--- src/rtl/cslot_pkg.sv ---
package cslot_pkg;
  // word indices as seen by software
  localparam int IDX_ID     = 0;
  localparam int IDX_FLASH  = 1;
  localparam int IDX_STATUS = 2;
  localparam int IDX_DECODE = 3;
  localparam int NUM_REGS   = 4;

  // status bit positions decoded by software
  localparam int WP_BIT   = 0;
  localparam int CARD_BIT = 3;

  localparam logic [31:0] ID_VALUE     = 32'h4103_4003;
  localparam logic [31:0] DECODE_VALUE = 32'h0000_0011;

  typedef struct packed {
    logic id;
    logic flash;
    logic status;
    logic decode;
    logic bad;
  } hit_t;
endpackage

--- src/rtl/cslot_decode.sv ---
module cslot_decode
  import cslot_pkg::*;
#(
  parameter int ADDR_W = 4
) (
  input  logic              sel_i,
  input  logic              wr_i,
  input  logic [ADDR_W-1:0] idx_i,
  output hit_t              hit_o
);
  logic in_range;

  assign in_range = idx_i < ADDR_W'(NUM_REGS);

  always_comb begin
    hit_o        = '0;
    hit_o.id     = sel_i && (idx_i == ADDR_W'(IDX_ID)) && !wr_i;
    hit_o.flash  = sel_i && (idx_i == ADDR_W'(IDX_FLASH));
    hit_o.status = sel_i && (idx_i == ADDR_W'(IDX_STATUS));
    hit_o.decode = sel_i && (idx_i == ADDR_W'(IDX_DECODE));
    // the identity word is read-only: writing it is a bad access
    hit_o.bad    = sel_i && (!in_range || (wr_i && idx_i == ADDR_W'(IDX_ID)));
  end
endmodule

--- src/rtl/cslot_sticky.sv ---
module cslot_sticky (
  input  logic clk,
  input  logic rst_n,
  input  logic set_i,
  input  logic clr_i,
  output logic q_o
);
  // set has priority over clear
  always_ff @(posedge clk) begin
    if (!rst_n)     q_o <= 1'b0;
    else if (set_i) q_o <= 1'b1;
    else if (clr_i) q_o <= 1'b0;
  end
endmodule

--- src/rtl/cslot_rdmux.sv ---
module cslot_rdmux
  import cslot_pkg::*;
#(
  parameter int DATA_W = 32
) (
  input  hit_t              hit_i,
  input  logic              wp_i,
  input  logic              card_i,
  output logic [DATA_W-1:0] rdata_o
);
  logic [DATA_W-1:0] status_word;

  always_comb begin
    status_word           = '0;
    status_word[WP_BIT]   = wp_i;
    status_word[CARD_BIT] = card_i;
  end

  always_comb begin
    rdata_o = '0;
    if (hit_i.id)     rdata_o = DATA_W'(ID_VALUE);
    if (hit_i.status) rdata_o = status_word;
    if (hit_i.decode) rdata_o = DATA_W'(DECODE_VALUE);
    // the flash word and bad accesses read as zero
  end
endmodule

--- src/rtl/cardslot_ctrl.sv ---
module cardslot_ctrl
  import cslot_pkg::*;
#(
  parameter int ADDR_W = 4,
  parameter int DATA_W = 32
) (
  input  logic              clk,
  input  logic              rst_n,
  input  logic              bus_sel,
  input  logic              bus_wr,
  input  logic [ADDR_W-1:0] bus_idx,
  input  logic [DATA_W-1:0] bus_wdata,
  output logic [DATA_W-1:0] bus_rdata,
  output logic              bus_err,
  input  logic              wp_level,
  input  logic              card_in_level,
  output logic              card_irq
);
  hit_t hit;
  logic ack_wr;
  logic card_q;
  logic unused_wdata;

  cslot_decode #(.ADDR_W(ADDR_W)) u_dec (
    .sel_i (bus_sel),
    .wr_i  (bus_wr),
    .idx_i (bus_idx),
    .hit_o (hit)
  );

  assign ack_wr = hit.status && bus_wr && bus_wdata[CARD_BIT];

  cslot_sticky u_card (
    .clk   (clk),
    .rst_n (rst_n),
    .set_i (card_in_level),
    .clr_i (ack_wr),
    .q_o   (card_q)
  );

  cslot_rdmux #(.DATA_W(DATA_W)) u_rd (
    .hit_i   (hit),
    .wp_i    (wp_level),
    .card_i  (card_q),
    .rdata_o (bus_rdata)
  );

  assign bus_err      = hit.bad;
  assign card_irq     = card_q;
  assign unused_wdata = ^bus_wdata;
endmodule

--- config.mk ---
export PLATFORM = sky130hd
export DESIGN_NAME = cardslot_ctrl
export DESIGN_NICKNAME = d
export VERILOG_FILES = /design/src/rtl/cslot_pkg.sv /design/src/rtl/cslot_decode.sv /design/src/rtl/cslot_sticky.sv /design/src/rtl/cslot_rdmux.sv /design/src/rtl/cardslot_ctrl.sv
export SDC_FILE = /design/constraint.sdc
export NUM_CORES = 1
export LEC_CHECK = 0
export ABC_AREA = 1
export BUFFER_PORTS_ARGS = -buffer_cell sky130_fd_sc_hd__buf_2
export CELL_PAD_IN_SITES_DETAIL_PLACEMENT = 1
export CELL_PAD_IN_SITES_GLOBAL_PLACEMENT = 1
export CORE_ASPECT_RATIO = 0.6
export CORE_MARGIN = 1
export CORE_UTILIZATION = 12
export CTS_BUF_LIST = sky130_fd_sc_hd__clkbuf_16
export DETAILED_ROUTE_END_ITERATION = 6
export GPL_ROUTABILITY_DRIVEN = 0
export MAX_ROUTING_LAYER = met4
export PLACE_DENSITY_LB_ADDON = 0.1
export SLEW_MARGIN = 10
export SYNTH_ARGS = -nofsm -noshare
export SYNTH_HDL_FRONTEND = slang
export SYNTH_SLANG_ARGS = --single-unit
--- constraint.sdc ---
create_clock -name clk -period 1 [get_ports clk]
set_input_delay 0.2 -clock clk [delete_from_list [all_inputs] [get_ports clk]]
set_output_delay 0.2 -clock clk [all_outputs]
set_load 0.02 [all_outputs]
After elaboration in Yosys (flattened, before gate mapping)
Cells that the tools add are included.

Shift-type cells: 0. Muxes and demuxes: 5. Bitwise gates (word level): 0. Divide/modulo/power cells: 0. Eq/ne operators: 2. Order comparisons: 1. Multipliers: 0. Reduce and logical (&&, ||, !) cells: 13. Add/subtract/negate cells: 0.

Operator list (number): 31-bit 2-to-1 mux (3); 4-bit by 2-bit equality test with 1-bit output (second input constant) (2); 1-bit logical AND (8); 4-bit zero test (1); 4-bit by 3-bit < comparator with 1-bit output (second input constant) (1); 1-bit zero test (2); 1-bit 2-to-1 mux (2); 2-bit nonzero test (1); 1-bit logical OR (1).

RAM bits: 0. Word-level logic and storage cells: 22. Register bits after elaboration: 1. ROM bits: 0. Memories kept: 0. Bits in latches: 0.

Longest topological paths before layout
Depth in word-level cells: 6. Mapped depth: 5. Mapped depth without buffers: 5.

Cells and area by module
From an unflattened synthesis, not the netlist that was laid out.

Cell total of the unflattened synthesis: 60. Area, all modules: 382.9 um^2.

By module, submodules not included: cslot_rdmux (area an instance 262.8 um^2, cells each 38, times used 1, seq. area each 0.0 um^2); cslot_decode (area an instance 62.6 um^2, cells each 13, times used 1, seq. area each 0.0 um^2); cslot_sticky (area an instance 43.8 um^2, cells each 6, times used 1, seq. area each 20.0 um^2); cardslot_ctrl (area an instance 13.8 um^2, cells each 3, times used 1, seq. area each 0.0 um^2).

Worst setup path after synthesis
No wires, ideal clock.

Path type: in2out. From: input bus_idx[3]. To: output bus_rdata[14]. Stages on the path: 4. Arrival: 884 ps. Required time: 800 ps. Slack: -84 ps. Cell sequence: nor2_4 -> nand4_1 -> inv_1 -> buf_4.

Word-level cells in the longest chain between the ends: 6.

RTL lines: start: declaration (RTL line cardslot_ctrl.sv:11) `input logic [ADDR_W-1:0] bus_idx,`; 4-bit zero test (RTL line cslot_decode.sv:17) `hit_o.id = sel_i && (idx_i == ADDR_W'(IDX_ID)) && !wr_i;`; 1-bit logical AND (2 in series) (RTL line cslot_decode.sv:17); 31-bit 2-to-1 mux (RTL line cslot_rdmux.sv:21) `if (hit_i.id) rdata_o = DATA_W'(ID_VALUE);`; 31-bit 2-to-1 mux (RTL line cslot_rdmux.sv:22) `if (hit_i.status) rdata_o = status_word;`; 31-bit 2-to-1 mux (*) (RTL line cslot_rdmux.sv:23) `if (hit_i.decode) rdata_o = DATA_W'(DECODE_VALUE);`; end: declaration (RTL line cardslot_ctrl.sv:13) `output logic [DATA_W-1:0] bus_rdata,`.

Mark *: on every way between the ends. The rest lies on a longest branch, timed or not.

Final worst setup path
From: input bus_idx[2]. To: output bus_rdata[16].

Same word-level chain as after synthesis.

==> impl_results.md <==
- Status: complete, but fails checks
- Failing checks: negative setup slack
- Final setup viols: 10
- Vias: 321
- Largest Register: u_card.q_o
- Commonest non-fill, non-tap cell in the layout: conb_1
- Final Hold Slack: 0.417 ns
- Util after Layout: 0.186
- Filler Cell Count: 331
- Clock transition at path regs: 0 ns
- Seq/Total Area, Yosys: 0.0563
- Tmin final: 1.10 ns
- GRT Total Usage: 0.0427
- CP Data Required Time: 0.80 ns
- Post-synthesis register bit count: 1
- Final WL: 730 um
- Initial antenna violation count: 0
- DR DRC count: 0
- CP endpoint kind: output pin
- Pre-Repair DR Iteration Count: 2
- Number of global-route vias before repair: 267
- Die area: 0.00319 sq mm
- Core ar.: 0.00265 sq mm
- Max Slew Vio Count: 0
- Area of the mapped netlist: 355 sq um
- MaxCap Viol Count: 0
- Maximum vdd drop: 0.0920 mV
- Final Cycle Share: 1.10
- Max reg flops: 1
- Row count: 14
- Yosys Warn Count: 0
- Critical path data arrival time: 0.90 ns
- Cell-internal power: 103 uW
- Hold buffers post-CTS: 0
- DP Worst Slack: -0.167 ns
- Die height: 44.2 um
- Final hold violations: 0
- Sw Share: 0.561
- Layout area overhead: 38.4%
- Share of cells above drive strength 1: 0.447
- # IOs: 76
- Clock Skew: 0 ns
- Layout Nets: 120
- Clk Latency, worst-skew pair: 0 ns
- Net load switching power: 131 uW
- Largest net degree at the start of global routing: 8
- ANT nets after route: 0
- Distinct cells, synth: 11
- WS Path Type: primary input to output pin
- Vias per cell: 2.77
- Diode count: 0
- Routed WL per cell: 6.29 um
- Initial Utilization: 0.134
- Largest registers: u_card.q_o (1)
- First-pass GRT wire length: 1110 um
- RSZ-0062 raised after global routing: true
- Setup ws final: -0.0994 ns
- Clk network pwr share: 0
- DIE WIDTH: 72.3 um
- Worst Hold Class: primary input to flip-flop
- Combinational power share: 0.804
- Critical path startpoint category: primary input
- Synthesized area per cell: 6.58 sq um
- Count of input and output buffers: 21
- Overflow after GRT: 0
- Crit path max fanout: 6
- 1st-iter DRT viols: 11
- Most frequent cells in the layout: conb_1 (23), buf_4 (15), buf_2 (9)
- Leak Pwr: 0.000314 uW
- Reg power frac: 0.196
- Post-DP HPWL: 636 um
- Cell Pwr Density: 476 mW/mm^2
- Cells after Synth: 54
- Highest clock rate: 910 MHz
timing repair:
| item | in CTS | in global routing |
|---|---|---|
| setup endpoints to repair | 10 | 10 |
| setup buffers | 2 | 1 |
| gates cloned | 0 | 0 |
| resized for setup | 14 | 3 |
| pin swaps | 3 | 0 |
power by group through the flow:
stage	Sequential, uW	Clock [uW]	Combinational (uW)
after floorplan	49.1	0	184
after global placement	46.1	0	166
after detailed placement	46.0	0	166
after CTS	46.0	0	182
after global routing	46.7	0	204
final	45.8	0	188
final timing paths:
check        slack, ns       start             to  cells after the start
min reg2reg       0.47  u_card.q_o     u_card.q_o                      2
min               0.42       rst_n     u_card.q_o                      3
max               -0.1  bus_idx[2]  bus_rdata[16]                      5
max reg2reg       0.43  u_card.q_o     u_card.q_o                      2
worst max-delay path, stage by stage:
cell and delay, ns:
buf_6 0.09, nor2_4 0.15, nand4_1 0.16, inv_2 0.14
buf_4 0.15
routing by layer:
metal / track usage / vias to the layer above / share of wire
met2: 0.0804 / 18 / 0.55
met3: 0.00228 / 0 / 0.075
met4: 0 / 0 / 0
met1: 0.0542 / 145 / 0.38
li1: - / 158 / -
met5: - / - / 0
layout make-up:
cell class | instances | area, sq um | area share
repair buffers | 28 | 203 | 0.412
multi-input cells | 38 | 185 | 0.377
well taps | 40 | 50.0 | 0.102
inverters | 9 | 33.8 | 0.0687
flip-flops and latches | 1 | 20.0 | 0.0407
synth_stat cells:
master | count | area share
buf_4 | 28 | 0.59
inv_1 | 9 | 0.095
nand2_1 | 4 | 0.042
nand4_1 | 4 | 0.070
a21oi_1 | 2 | 0.028
nand3_1 | 2 | 0.028
conb_1 | 1 | 0.011
dfxtp_1 | 1 | 0.056
nor2_1 | 1 | 0.011
nor2_4 | 1 | 0.032
nor3b_2 | 1 | 0.035
kinds of logic (layout without fill, tap and decap cells):
family | after synthesis | in the layout | synth area share
buffers and inverters | 37 | 37 | 0.687
and+or+nand+nor | 13 | 13 | 0.218
AOI/OAI and AO/OA | 2 | 2 | 0.0282
other | 1 | 23 | 0.0106
DFF | 1 | 1 | 0.0563
per-stage QoR:
| stage | total power (uW) | setup TNS (ns) | cell area, sq um | instances |
|---|---|---|---|---|
| final | 234 | -0.867 | 492 | 116 |
| after CTS | 228 | -1.02 | 477 | 115 |
| after detailed placement | 212 | -1.46 | 419 | 113 |
| after floorplan | 233 | 0 | 444 | 76 |
| after global placement | 212 | -1.56 | 419 | 113 |
| after global routing | 251 | -1.51 | 492 | 116 |
Power figures use the tool's default switching activity.
